`config.mk`:
```
export PLATFORM = sky130hd
export DESIGN_NAME = clk_source_ctrl
export DESIGN_NICKNAME = d
export VERILOG_FILES = /design/src/rtl/clk_src_pkg.sv /design/src/rtl/clk_ctrl_reg.sv /design/src/rtl/clk_wait_timer.sv /design/src/rtl/clk_switch_fsm.sv /design/src/rtl/clk_source_ctrl.sv
export SDC_FILE = /design/constraint.sdc
export NUM_CORES = 1
export LEC_CHECK = 0
export ABC_AREA = 1
export CAP_MARGIN = 20
export CORE_MARGIN = 8
export CORE_UTILIZATION = 60
export CTS_BUF_LIST = sky130_fd_sc_hd__clkbuf_4
export DETAILED_ROUTE_END_ITERATION = 6
export GPL_TIMING_DRIVEN = 0
export PLACE_DENSITY = 0.84
export SETUP_SLACK_MARGIN = 0.2
export SYNTH_ARGS = -nofsm -noshare
export SYNTH_HDL_FRONTEND = slang
export SYNTH_HIERARCHICAL = 1
export SYNTH_SLANG_ARGS = --single-unit
```
`constraint.sdc`:
```
create_clock -name clk -period 3 [get_ports clk]
set_input_delay 0.6 -clock clk [delete_from_list [all_inputs] [get_ports clk]]
set_output_delay 0.6 -clock clk [all_outputs]
set_load 0.02 [all_outputs]
```
`src/rtl/clk_src_pkg.sv`:
```
package clk_src_pkg;

    typedef enum logic [1:0] {
        SRC_MAIN = 2'd0,
        SRC_PLL  = 2'd1,
        SRC_SUB  = 2'd2
    } src_e;

    typedef struct packed {
        logic [1:0] ws;
        logic [1:0] mult;
        logic       sub_req_n;
        logic       pll_req_n;
    } ctrl_t;

    localparam int CTRL_W = $bits(ctrl_t);

    function automatic src_e pick_target(ctrl_t c);
        if (!c.sub_req_n)      return SRC_SUB;
        else if (!c.pll_req_n) return SRC_PLL;
        else                   return SRC_MAIN;
    endfunction

    function automatic int max_of(int a, int b);
        return (a > b) ? a : b;
    endfunction

endpackage

```
`src/rtl/clk_ctrl_reg.sv`:
```
module clk_ctrl_reg
    import clk_src_pkg::*;
(
    input  logic       clk,
    input  logic       rst,
    input  logic       wr_en,
    input  logic [7:0] wr_data,
    input  logic       wdog_rst,
    input  src_e       active,
    output ctrl_t      ctrl,
    output logic       touch,
    output logic [7:0] rd_data
);
    ctrl_t ctrl_q;

    always_ff @(posedge clk) begin
        if (rst) begin
            ctrl_q <= '{ws: 2'b00, mult: 2'b00, sub_req_n: 1'b1, pll_req_n: 1'b1};
        end else begin
            if (wr_en) ctrl_q <= ctrl_t'(wr_data[CTRL_W-1:0]);
            if (wdog_rst) ctrl_q.pll_req_n <= 1'b1;
        end
    end

    assign ctrl    = ctrl_q;
    assign touch   = wr_en | wdog_rst;
    assign rd_data = {active == SRC_SUB, active == SRC_PLL, ctrl_q};

    assert_wdog_forces_R5: assert property (@(posedge clk) disable iff (rst)
        $past(wdog_rst) |-> ctrl_q.pll_req_n);

endmodule

```
`src/rtl/clk_wait_timer.sv`:
```
module clk_wait_timer #(
    parameter int CW = 18
) (
    input  logic          clk,
    input  logic          rst,
    input  logic          load,
    input  logic [CW-1:0] load_val,
    input  logic          run,
    output logic          last
);
    logic [CW-1:0] cnt_q;

    always_ff @(posedge clk) begin
        if (rst)                   cnt_q <= '0;
        else if (load)             cnt_q <= load_val;
        else if (run && cnt_q > 1) cnt_q <= cnt_q - 1'b1;
    end

    assign last = (cnt_q <= 1);

endmodule

```
`src/rtl/clk_switch_fsm.sv`:
```
module clk_switch_fsm
    import clk_src_pkg::*;
#(
    parameter int WS_EXP0 = 10,
    parameter int WS_EXP1 = 13,
    parameter int WS_EXP2 = 15,
    parameter int WS_EXP3 = 17,
    parameter int SUB_EXP = 14,
    parameter int CW      = 18
) (
    input  logic       clk,
    input  logic       rst,
    input  ctrl_t      ctrl,
    input  logic       touch,
    output src_e       active,
    output logic [1:0] pll_mult,
    output logic       ws_err
);
    typedef enum logic [1:0] {ST_IDLE, ST_WAIT, ST_SYNC1, ST_SYNC2} st_e;

    st_e           st_q;
    src_e          act_q, tgt_q, tgt;
    logic [1:0]    mult_q, run_mult_q;
    logic          err_q, need_err, timer_last, eval;
    logic [CW-1:0] wait_len;
    logic [1:0]    ws_eff;

    function automatic logic [CW-1:0] ws_cycles(logic [1:0] ws);
        case (ws)
            2'd0:    return CW'(1) << WS_EXP0;
            2'd1:    return CW'(1) << WS_EXP1;
            2'd2:    return CW'(1) << WS_EXP2;
            default: return CW'(1) << WS_EXP3;
        endcase
    endfunction

    always_comb begin
        tgt      = pick_target(ctrl);
        need_err = (act_q == SRC_SUB) && (tgt == SRC_PLL) && !ctrl.ws[1];
        ws_eff   = need_err ? 2'd2 : ctrl.ws;
        if (tgt == SRC_SUB)        wait_len = CW'(1) << SUB_EXP;
        else if (tgt == SRC_MAIN && act_q == SRC_PLL) wait_len = '0;
        else                       wait_len = ws_cycles(ws_eff);
        eval = (st_q == ST_IDLE) && !touch && (tgt != act_q);
    end

    clk_wait_timer #(.CW(CW)) u_timer (
        .clk      (clk),
        .rst      (rst),
        .load     (eval),
        .load_val (wait_len),
        .run      (st_q == ST_WAIT),
        .last     (timer_last)
    );

    always_ff @(posedge clk) begin
        if (rst) begin
            st_q       <= ST_IDLE;
            act_q      <= SRC_MAIN;
            tgt_q      <= SRC_MAIN;
            mult_q     <= '0;
            run_mult_q <= '0;
            err_q      <= 1'b0;
        end else begin
            err_q <= eval && need_err;
            if (touch) begin
                st_q <= ST_IDLE;
            end else begin
                case (st_q)
                    ST_IDLE: if (eval) begin
                        tgt_q  <= tgt;
                        mult_q <= ctrl.mult;
                        st_q   <= (wait_len == '0) ? ST_SYNC1 : ST_WAIT;
                    end
                    ST_WAIT:  if (timer_last) st_q <= ST_SYNC1;
                    ST_SYNC1: st_q <= ST_SYNC2;
                    ST_SYNC2: begin
                        act_q      <= tgt_q;
                        run_mult_q <= (tgt_q == SRC_PLL) ? mult_q : 2'd0;
                        st_q       <= ST_IDLE;
                    end
                    default:  st_q <= ST_IDLE;
                endcase
            end
        end
    end

    assign active   = act_q;
    assign pll_mult = run_mult_q;
    assign ws_err   = err_q;

    assert_commit_after_sync_R9: assert property (@(posedge clk) disable iff (rst)
        (act_q != $past(act_q)) |-> ($past(st_q) == ST_SYNC2));
    assert_err_only_on_sub_R8: assert property (@(posedge clk) disable iff (rst)
        err_q |-> (act_q == SRC_SUB));
    assert_mult_hold_R10: assert property (@(posedge clk) disable iff (rst)
        (act_q == SRC_PLL && $past(act_q) == SRC_PLL) |-> $stable(run_mult_q));

endmodule

```
`src/rtl/clk_source_ctrl.sv`:
```
module clk_source_ctrl
    import clk_src_pkg::*;
#(
    parameter int WS_EXP0 = 10,
    parameter int WS_EXP1 = 13,
    parameter int WS_EXP2 = 15,
    parameter int WS_EXP3 = 17,
    parameter int SUB_EXP = 14
) (
    input  logic       clk,
    input  logic       rst,
    input  logic       wr_en,
    input  logic [7:0] wr_data,
    input  logic       wdog_rst,
    output logic [7:0] rd_data,
    output logic [1:0] clk_src,
    output logic [1:0] pll_mult,
    output logic       ws_err
);
    localparam int MAX_EXP = max_of(max_of(max_of(WS_EXP0, WS_EXP1),
                                           max_of(WS_EXP2, WS_EXP3)), SUB_EXP);
    localparam int CW = MAX_EXP + 1;

    ctrl_t ctrl;
    src_e  active;
    logic  touch;

    clk_ctrl_reg u_reg (
        .clk      (clk),
        .rst      (rst),
        .wr_en    (wr_en),
        .wr_data  (wr_data),
        .wdog_rst (wdog_rst),
        .active   (active),
        .ctrl     (ctrl),
        .touch    (touch),
        .rd_data  (rd_data)
    );

    clk_switch_fsm #(
        .WS_EXP0 (WS_EXP0), .WS_EXP1 (WS_EXP1),
        .WS_EXP2 (WS_EXP2), .WS_EXP3 (WS_EXP3),
        .SUB_EXP (SUB_EXP), .CW      (CW)
    ) u_fsm (
        .clk      (clk),
        .rst      (rst),
        .ctrl     (ctrl),
        .touch    (touch),
        .active   (active),
        .pll_mult (pll_mult),
        .ws_err   (ws_err)
    );

    assign clk_src = active;

    assert_status_excl_R11: assert property (@(posedge clk) disable iff (rst)
        !(rd_data[6] && rd_data[7]) && (clk_src != 2'd3));
    assert_mult_zero_R11: assert property (@(posedge clk) disable iff (rst)
        (clk_src != 2'd1) |-> (pll_mult == 2'd0));

endmodule

```
==> flow_metrics.py, run 1 <==
metrics = {
    "run_status": {
        "status": "completed",
    },
    "synthesis": {
        "synth.avg_cell_area_um2": 6.46,
        "synth_cell_types": 36,
        "yosys_warnings": 6,
        "synthCells": 367,
        "synth_edf_count": 0,
        "synth_area_um2": 2370,
        "ys_ff_latch": 35,
        "async_reset_ff_share_pct": 0,
        "synthFlopType": "dfxtp_1",
        "seq_area_frac_synth_pct": 29.6,
    },
    "critical_path": {
        "cp_slowest_stage_delay_ns": 0.46,
        "startpoint_type": "input port",
        "worstPathMaxFanout": 10,
        "cpMostUsedCell": "nand2_1",
        "cp.arrival_ns": 2.69,
        "reg2reg_from": "u_fsm/st_q[0]",
        "endpoint_kind": "flop",
        "endpoint": "u_fsm/u_timer/cnt_q[14]",
        "crit_path_start": "wr_en",
        "path_cells": "clkdlybuf4s50_1 > or2_2 > nor2_1 > nand2_4 > inv_4 > clkbuf_1 > nand2_1 > nand2_1 > nand2_1 > a21oi_1",
        "critPathKind": "input port to flop",
        "required_ns": 3.28,
        "r2r_end": "u_fsm/u_timer/cnt_q[14]",
        "reg2reg_slack_ns": 0.89,
        "r2r_cells": 11,
        "critPathSlowestCell": "clkdlybuf4s50_1",
    },
    "grt": {
        "grt_max_degree": 13,
        "grt_pass1_wl_mm": 9.87,
        "track_usage_pct": 19.4,
        "antenna_found_initial": 0,
        "grt_pass1_vias": 2401,
        "grt-ovfl-total": 0,
    },
    "finish": {
        "final_cell_mix": "nand2_1, nor2_1, inv_1, nand3_1, dfxtp_1",
        "area_growth_pct": 15.7,
        "drive_gt1_share_pct": 12.8,
        "layout_commonest_cell": "nand2_1",
        "layout.nets": 427,
        "antenna_cells": 0,
        "utilization_pct": 70.1,
    },
    "clocking": {
        "clk_latency_ns": 0.34,
        "ctsResizeCount": 0,
        "clock-sinks": 35,
        "clkTransAtPathRegs_ns": 0.10,
        "post_cts_buffers": 0,
        "htreeDepth": 2,
        "cts_root_buf": "clkbuf_4",
        "clk_path_buf_depth": 2,
        "numCtsBuffers": 5,
        "cts_tree": "yes",
        "holdBufCountCts": 0,
    },
    "pwr": {
        "p_per_area_nw_per_um2": 436,
        "power.switching_mw": 0.445,
        "p_sw_share_pct": 37.2,
        "ir_worst_vdd_uv": 223,
        "power_mw": 1.20,
        "clock_power_share_pct": 20.4,
        "power_frac_comb_pct": 36.5,
        "seqPwrFrac_pct": 43.2,
        "power.leakage_nw": 1.32,
        "cellInternalPower_mw": 0.751,
    },
    "route": {
        "drc": 0,
        "wire_per_inst_um": 12.3,
        "drt_wl_total_mm": 5.61,
        "ant_nets": 0,
        "routed_via_density": 5.09,
        "dr_total_vias": 2328,
        "drt_iter0_drc": 151,
        "drt_pass1_iterations": 4,
    },
    "timing": {
        "grt_setup_unrepaired": "false",
        "min_period_ns": 2.41,
        "max_freq_mhz": 414,
        "slew_headroom_pct": 63.6,
        "skew_ns": 0.00986,
        "whs_ns": 0.502,
        "worst_slack_ns": 0.586,
        "hold_violations": 0,
        "worst_pin_slew_ns": 0.544,
        "setup_tns_ns": 0,
        "setup_viol": 0,
        "timing.final.crit_share_pct": 80.5,
        "finalMaxSlewViolations": 0,
    },
    "floorplan": {
        "start_util_pct": 60.6,
        "die_area_um2": 6220,
        "core_um2": 3910,
        "die_w_um": 78.9,
        "die_h_um": 78.9,
        "io_pins": 25,
        "rows": 23,
    },
    "job": {
        "max-cap-violations": 0,
    },
    "placement": {
        "dp_hpwl_mm": 4.23,
        "dpl_worst_slack_ns": 0.250,
        "io_buffer_count": 22,
        "routabilityCongestion": 0.902,
    },
    "hold_path": {
        "hold_class": "flop to flop",
    },
}
## worst min path at each step
stage                          startpoint         endpoint  slack (ns)  cells past startpoint
final                     u_fsm/mult_q[0]  u_fsm/mult_q[0]        0.50                      2
after global routing      u_fsm/mult_q[1]  u_fsm/mult_q[1]        0.54                      2
after CTS                 u_fsm/mult_q[0]  u_fsm/mult_q[0]        0.50                      2
after detailed placement  u_fsm/mult_q[0]  u_fsm/mult_q[0]        0.49                      2
after global placement    u_fsm/mult_q[1]  u_fsm/mult_q[1]        0.48                      2
after floorplan           u_fsm/mult_q[0]  u_fsm/mult_q[0]        0.46                      2
## cells by family after synthesis
kind of cell | Yosys count | share of synthesized area [%]
AND/OR/NAND/NOR | 223 | 44.0
buffers and inverters | 56 | 11.6
AO/OA/AOI/OAI | 39 | 8.81
flip-flops | 35 | 29.6
adder cells (fa/ha/maj) | 7 | 3.69
XOR/XNOR | 6 | 2.22
other | 1 | 0.158
## state kept, by name (all words and copies together) (netlist names)
name / flops
u_fsm/u_timer/cnt_q: 18
u_fsm/st_q: 2
u_fsm/pll_mult: 2
u_fsm/mult_q: 2
u_fsm/active: 2
u_fsm/tgt_q: 2
u_reg/ctrl: 6
u_fsm/ws_err: 1
## layout make-up
| type | instances | area [um2] |
|---|---|---|
| buffer | 16 | 119 |
| clock buffer | 6 | 45.0 |
| fill | 363 | 1170 |
| inverter | 40 | 156 |
| multi-input combinational | 288 | 1440 |
| sequential | 35 | 701 |
| tap | 50 | 62.6 |
| timing repair buffer | 22 | 220 |
## synth_stat cells (2+ instances only)
library cell,instances,area [um2]
a21oi_1,18,90.1
nor2_4,2,22.5
nor3_1,2,10.0
buf_6,3,33.8
a22oi_1,2,15.0
buf_2,2,10.0
nand3_4,2,35.0
nand4_1,3,18.8
o21ai_0,13,65.1
or2_2,2,12.5
inv_2,2,7.51
nor2_1,55,206
nor2_2,7,43.8
o21ai_1,3,15.0
nand2_2,7,43.8
nand2_1,99,372
dfxtp_1,35,701
clkbuf_1,3,11.3
nand2_4,5,56.3
inv_1,35,131
ha_1,7,87.6
nand3_1,35,175
nand3_2,2,20.0
buf_4,6,45.0
xor2_1,5,43.8
inv_4,2,12.5
## metrics by stage
step,area (um2),std cells
floorplan,2420,379
detailed placement,2700,451
CTS,2740,457
global placement,2700,451
finish,2740,457
global route,2740,457
## power groups by stage
stage          combinational [mW]  clock [mW]  sequential (mW)
2_1_floorplan               0.348           0            0.519
3_5_place_dp                0.433           0            0.527
3_3_place_gp                0.421           0            0.526
6_report                    0.436       0.243            0.516
4_1_cts                     0.436       0.253            0.516
5_1_grt                     0.503       0.274            0.520
## routing by layer
layer / track usage (%) / part of all wire [%] / up-vias
met1: 21.1 / 45 / 1041
met5: 0 / 0 / -
li1: - / - / 1217
met4: 11.9 / 2.6 / 0
met3: 3.39 / 4.9 / 13
met2: 34.5 / 48 / 57
## worst max-delay path: cells and delay by family
| family | cells | cell delay, ns |
|---|---|---|
| buffers and inverters | 3 | 1.00 |
| AND/OR/NAND/NOR | 6 | 0.99 |
| AO/OA/AOI/OAI | 1 | 0.11 |
Power figures use the tool's default switching activity.
==> run 2: changes to the inputs <==
--- a/config.mk
+++ b/config.mk
@@ -8,11 +8,11 @@
 export ABC_AREA = 1
 export CAP_MARGIN = 20
 export CORE_MARGIN = 8
-export CORE_UTILIZATION = 60
+export CORE_UTILIZATION = 53
 export CTS_BUF_LIST = sky130_fd_sc_hd__clkbuf_4
 export DETAILED_ROUTE_END_ITERATION = 6
 export GPL_TIMING_DRIVEN = 0
-export PLACE_DENSITY = 0.84
+export PLACE_DENSITY = 0.78
 export SETUP_SLACK_MARGIN = 0.2
 export SYNTH_ARGS = -nofsm -noshare
 export SYNTH_HDL_FRONTEND = slang
==> constraint.sdc (replaced) <==
create_clock -name clk -period 1.96 [get_ports clk]
set_input_delay 0.392 -clock clk [delete_from_list [all_inputs] [get_ports clk]]
set_output_delay 0.392 -clock clk [all_outputs]
set_load 0.02 [all_outputs]
==> flow_metrics.py, run 2 (synthesized netlist as in run 1, its figures left out) <==
metrics = {
    "pwr": {
        "cellInternalPower_mw": 1.17,
        "p_sw_share_pct": 38.0,
        "power_frac_comb_pct": 35.5,
        "p_per_area_nw_per_um2": 665,
        "seqPwrFrac_pct": 42.1,
        "clock_power_share_pct": 22.4,
        "ir_worst_vdd_uv": 396,
        "power.switching_mw": 0.715,
        "power.leakage_nw": 1.41,
        "power_mw": 1.88,
    },
    "route": {
        "drt_pass1_iterations": 4,
        "dr_total_vias": 2279,
        "routed_via_density": 4.91,
        "drc": 0,
        "wire_per_inst_um": 11.8,
        "ant_nets": 0,
        "drt_wl_total_mm": 5.49,
        "drt_iter0_drc": 172,
    },
    "timing": {
        "timing.final.crit_share_pct": 88.6,
        "grt_setup_unrepaired": "true",
        "skew_ns": 0.0125,
        "finalMaxSlewViolations": 0,
        "slew_headroom_pct": 66.5,
        "max_freq_mhz": 576,
        "hold_violations": 0,
        "min_period_ns": 1.74,
        "setup_viol": 0,
        "setup_tns_ns": 0,
        "worst_pin_slew_ns": 0.502,
    },
    "placement": {
        "dp_hpwl_mm": 4.09,
        "postPlaceCellArea_um2": 2710,
        "io_buffer_count": 22,
        "routabilityCongestion": 0.892,
    },
    "critical_path": {
        "endpoint_kind": "flop",
        "required_ns": 2.18,
        "startpoint_type": "input port",
        "critPathSlowestCell": "clkdlybuf4s50_1",
        "r2r_cells": 11,
        "reg2reg_from": "u_fsm/st_q[0]",
        "crit_path_start": "wdog_rst",
        "critPathKind": "input port to flop",
        "worstPathMaxFanout": 10,
        "path_cells": "clkdlybuf4s50_1 > or2_4 > nor2_4 > nand2_4 > inv_6 > inv_2 > buf_6 > or2_2 > nand3_1 > a21oi_1",
        "cp_slowest_stage_delay_ns": 0.42,
        "cp.arrival_ns": 1.96,
    },
    "floorplan": {
        "die_w_um": 82.9,
        "rows": 24,
        "start_util_pct": 54.8,
        "die_area_um2": 6870,
        "core_um2": 4320,
        "io_pins": 25,
        "die_h_um": 82.9,
    },
    "grt": {
        "grt_max_degree": 13,
        "track_usage_pct": 15.9,
        "grt_pass1_vias": 2131,
        "grt_pass1_wl_mm": 9.35,
        "antenna_found_initial": 0,
        "grt-ovfl-total": 0,
    },
    "finish": {
        "utilization_pct": 65.4,
        "layout_commonest_cell": "nand2_1",
        "multi_input_comb_area_um2": 1470,
        "antenna_cells": 0,
        "largest_reg_flops": 18,
        "stdcell_area_um2": 2830,
        "area_growth_pct": 19.3,
        "drive_gt1_share_pct": 18.2,
        "seq_area_um2": 709,
        "final_cell_mix": "nand2_1, nor2_1, nand3_1",
        "n_fill_cell": 437,
        "layout.nets": 430,
        "largest-register": "u_fsm/u_timer/cnt_q",
    },
    "clocking": {
        "cts_tree": "yes",
        "clock-sinks": 35,
        "htreeDepth": 2,
        "clk_latency_ns": 0.35,
        "numCtsBuffers": 5,
        "cts_root_buf": "clkbuf_4",
        "clkTransAtPathRegs_ns": 0.12,
        "clk_path_buf_depth": 2,
    },
    "hold_path": {
        "hold_class": "input port to flop",
        "hold_depth": 4,
        "min_from": "wr_en",
    },
    "run_status": {
        "status": "completed",
    },
    "job": {
        "max-cap-violations": 0,
    },
}
==> run 2: cell types whose count changed in the layout (fill, tap and decap cells not counted), moves of 2 or more <==
cell,change
clkdlybuf4s50_1,-12
dlygate4sd2_1,+10
dfxtp_1,-7
dfxtp_2,+7
inv_1,-4
inv_2,+4
buf_4,+3
buf_6,+2
clkbuf_1,-2
clkbuf_2,+2
dlymetal6s2s_1,+2
ha_1,-2
nor2_1,-2
==> run 2: layout make-up <==
type | count | area share (%)
Tap cell | 52 | 2.30
Buffer | 16 | 4.78
Clock inverter | 2 | 0.442
Sequential cell | 35 | 25.1
Clock buffer | 6 | 1.59
Multi-Input combinational cell | 288 | 51.9
Timing Repair Buffer | 25 | 8.31
Inverter | 40 | 5.62
==> run 2: critical path, delay by kind of cell <==
kind            cells  cell delay [ns]
buf+inv             4             0.68
compound gates      1             0.05
simple gates        5             0.82
==> run 2: final timing paths <==
path | endpoint | slack (ns)
hold / removal | u_reg/ctrl[2] | 0.39
hold reg to reg | u_fsm/mult_q[1] | 0.50
setup reg to reg | u_fsm/u_timer/cnt_q[12] | 0.26
setup / recovery | u_fsm/u_timer/cnt_q[12] | 0.22
==> run 2: layer usage <==
layer | global-route usage [%] | vias up | wire length, um
met5 | 0 | - | 0
met4 | 5.91 | 0 | 74
met3 | 4.20 | 6 | 293
met2 | 27.6 | 42 | 2630
met1 | 18.0 | 1006 | 2490
li1 | - | 1225 | -
==> run 2: through the flow <==
step           hold WS [ns]  std cells  worst slack [ns]
2_1_floorplan         0.455        379             0.208
3_3_place_gp          0.474        453            -0.431
3_5_place_dp          0.490        453            -0.408
4_1_cts               0.508        462             0.121
5_1_grt               0.398        464             0.181
6_report              0.392        464             0.223
==> run 2: power groups by stage <==
stage          sequential [mW]  clock, mW  combinational (mW)
2_1_floorplan            0.794          0               0.534
3_3_place_gp             0.805          0               0.651
3_5_place_dp             0.806          0               0.659
4_1_cts                  0.790      0.434               0.661
5_1_grt                  0.798      0.465               0.761
6_report                 0.792      0.421               0.668
==> run 2: what timing repair did <==
item | in CTS | in global routing
hold buffers | 0 | 0
setup buffers | 1 | 2
pin swaps | 0 | 1
hold endpoints to repair | 0 | 0
setup endpoints to repair | 28 | 19
resized for setup | 21 | 14
==> run 3: changes to the inputs <==
--- a/config.mk
+++ b/config.mk
@@ -7,12 +7,14 @@
 export LEC_CHECK = 0
 export ABC_AREA = 1
 export CAP_MARGIN = 20
+export CELL_PAD_IN_SITES_DETAIL_PLACEMENT = 1
+export CELL_PAD_IN_SITES_GLOBAL_PLACEMENT = 1
 export CORE_MARGIN = 8
-export CORE_UTILIZATION = 53
+export CORE_UTILIZATION = 37
 export CTS_BUF_LIST = sky130_fd_sc_hd__clkbuf_4
 export DETAILED_ROUTE_END_ITERATION = 6
 export GPL_TIMING_DRIVEN = 0
-export PLACE_DENSITY = 0.78
+export PLACE_DENSITY_LB_ADDON = 0.1
 export SETUP_SLACK_MARGIN = 0.2
 export SYNTH_ARGS = -nofsm -noshare
 export SYNTH_HDL_FRONTEND = slang
==> flow_metrics.py, run 3 (synthesized netlist as in run 1, its figures left out) <==
metrics = {
    "grt": {
        "grt_pass1_vias": 2469,
        "grt-ovfl-total": 0,
        "grtUsageMet2_pct": 29.5,
        "grt_use_met1_pct": 17.3,
        "grt_pass1_wl_mm": 11.5,
        "track_usage_pct": 16.1,
        "grt_busiest_layer": "met2",
        "grt_use_met3_pct": 3.67,
        "grt_max_degree": 14,
        "antenna_found_initial": 0,
    },
    "critical_path": {
        "critPathBufInv": 1,
        "worstPathMaxFanout": 1,
        "reg2reg_from": "u_reg/ctrl[1]",
        "path_delay_family": "buffers and inverters",
        "startpoint_type": "flop",
        "r2r_end": "u_fsm/u_timer/cnt_q[12]",
        "cp.arrival_ns": 1.29,
        "critPathKind": "flop to output pin",
        "cp.depth": 1,
        "path_cells": "clkdlybuf4s50_1",
        "cp_slowest_stage_delay_ns": 0.60,
        "critPathSlowestCell": "clkdlybuf4s50_1",
        "r2r_cells": 12,
        "required_ns": 1.57,
        "endpoint_kind": "output pin",
        "reg2reg_slack_ns": 0.32,
    },
    "clocking": {
        "holdBufCountCts": 0,
        "clock-sinks": 35,
        "cts_tree": "yes",
        "cts_root_buf": "clkbuf_4",
        "htreeDepth": 2,
        "clk_latency_ns": 0.36,
        "clkTransAtPathRegs_ns": 0.13,
        "numCtsBuffers": 5,
        "clk_path_buf_depth": 2,
    },
    "job": {
        "max-cap-violations": 0,
    },
    "hold_path": {
        "holdPathEnd": "u_reg/ctrl[0]",
        "min_from": "wdog_rst",
        "hold_depth": 3,
        "hold_class": "input port to flop",
    },
    "timing": {
        "grt_setup_unrepaired": "false",
        "max_freq_mhz": 595,
        "worst_pin_slew_ns": 0.584,
        "finalMaxSlewViolations": 0,
        "setup_tns_ns": 0,
        "skew_ns": 0.00651,
        "hold_violations": 0,
        "setup_viol": 0,
        "whs_ns": 0.283,
        "min_period_ns": 1.68,
        "timing.final.crit_share_pct": 85.8,
        "slew_headroom_pct": 60.9,
    },
    "pwr": {
        "ir_worst_vdd_uv": 397,
        "power.leakage_nw": 1.46,
        "power_mw": 2.09,
        "p_per_area_nw_per_um2": 705,
    },
    "finish": {
        "stdcell_area_um2": 2960,
        "area_growth_pct": 24.9,
        "largest-register": "u_fsm/u_timer/cnt_q",
        "drive_gt1_share_pct": 19.7,
        "antenna_cells": 0,
        "final-instance-count-excl-fill": 493,
        "n_fill_cell": 845,
        "final_cell_mix": "nand2_1, nor2_1, nand3_1",
        "largest_reg_flops": 18,
        "layout_commonest_cell": "nand2_1",
        "layout.nets": 434,
    },
    "placement": {
        "postPlaceCellArea_um2": 2740,
        "dp.cells": 478,
        "io_buffer_count": 22,
        "routabilityCongestion": 0.798,
        "dp_hpwl_mm": 5.02,
    },
    "run_status": {
        "status": "completed",
    },
    "route": {
        "wire_per_inst_um": 14.0,
        "ant_nets": 0,
        "drt_iter0_drc": 74,
        "drt_wl_total_mm": 6.90,
        "drc": 0,
        "dr_total_vias": 2377,
        "drt_pass1_iterations": 4,
        "routed_via_density": 4.82,
    },
    "floorplan": {
        "die_w_um": 96.1,
        "die_area_um2": 9230,
        "core_um2": 6280,
        "die_h_um": 96.1,
        "rows": 29,
        "io_pins": 25,
        "start_util_pct": 37.8,
    },
}
-- run 3: cell count changes in the layout (fill, tap and decap cells not counted), sizes merged --
cell	previous run	this run
buf	16	20
bufinv	0	1
clkbuf	9	8
clkdlybuf4s50	10	8
clkinvlp	1	0
dlygate4sd2	10	12
inv	39	40
-- run 3: area by class of cell --
| cell class | count | area, um2 | area share [%] |
|---|---|---|---|
| inverter | 40 | 166 | 5.62 |
| clock inverter | 3 | 47.5 | 1.61 |
| clock buffer | 5 | 37.5 | 1.27 |
| buffer | 16 | 144 | 4.86 |
| sequential | 35 | 712 | 24.0 |
| tap | 77 | 96.3 | 3.25 |
| timing repair buffer | 29 | 263 | 8.88 |
| multi-input combinational | 288 | 1490 | 50.5 |
-- run 3: timing repair --
item	CTS	global route
setup endpoints to repair	29	17
gates resized for setup	33	16
cloned	0	0
buffers inserted	1	6
pin swaps	1	4
-- run 3: worst max-delay path by stage --
| stage | endpoint | slack [ns] | start |
|---|---|---|---|
| 3_3_place_gp | u_fsm/u_timer/cnt_q[10] | -0.60 | wr_en |
| 2_1_floorplan | u_fsm/u_timer/cnt_q[12] | 0.21 | u_fsm/active[1] |
| 3_5_place_dp | u_fsm/u_timer/cnt_q[10] | -0.61 | wr_en |
| 5_1_grt | ws_err | 0.21 | u_fsm/ws_err |
| 4_1_cts | u_fsm/u_timer/cnt_q[12] | 0.21 | wdog_rst |
| 6_report | ws_err | 0.28 | u_fsm/ws_err |
-- run 3: power by group --
group,total [mW],switching (mW),internal [mW]
combinational,0.717,0.437,0.279
sequential,0.791,0.0438,0.748
clock,0.580,0.305,0.275
total,2.09,0.786,1.30
-- run 3: stage by stage --
stage,setup WS [ns],util (%)
6_report,0.278,47.2
5_1_grt,0.209,47.2
4_1_cts,0.214,45.7
3_5_place_dp,-0.609,43.7
3_3_place_gp,-0.596,43.7
2_1_floorplan,0.208,-
-- run 3: metal layers --
layer | share of wire (%) | vias up | wire [um]
li1 | - | 1230 | -
met1 | 44 | 1104 | 3020
met2 | 51 | 32 | 3550
met3 | 2.5 | 11 | 174
met4 | 2.2 | 0 | 153
met5 | 0 | - | 0
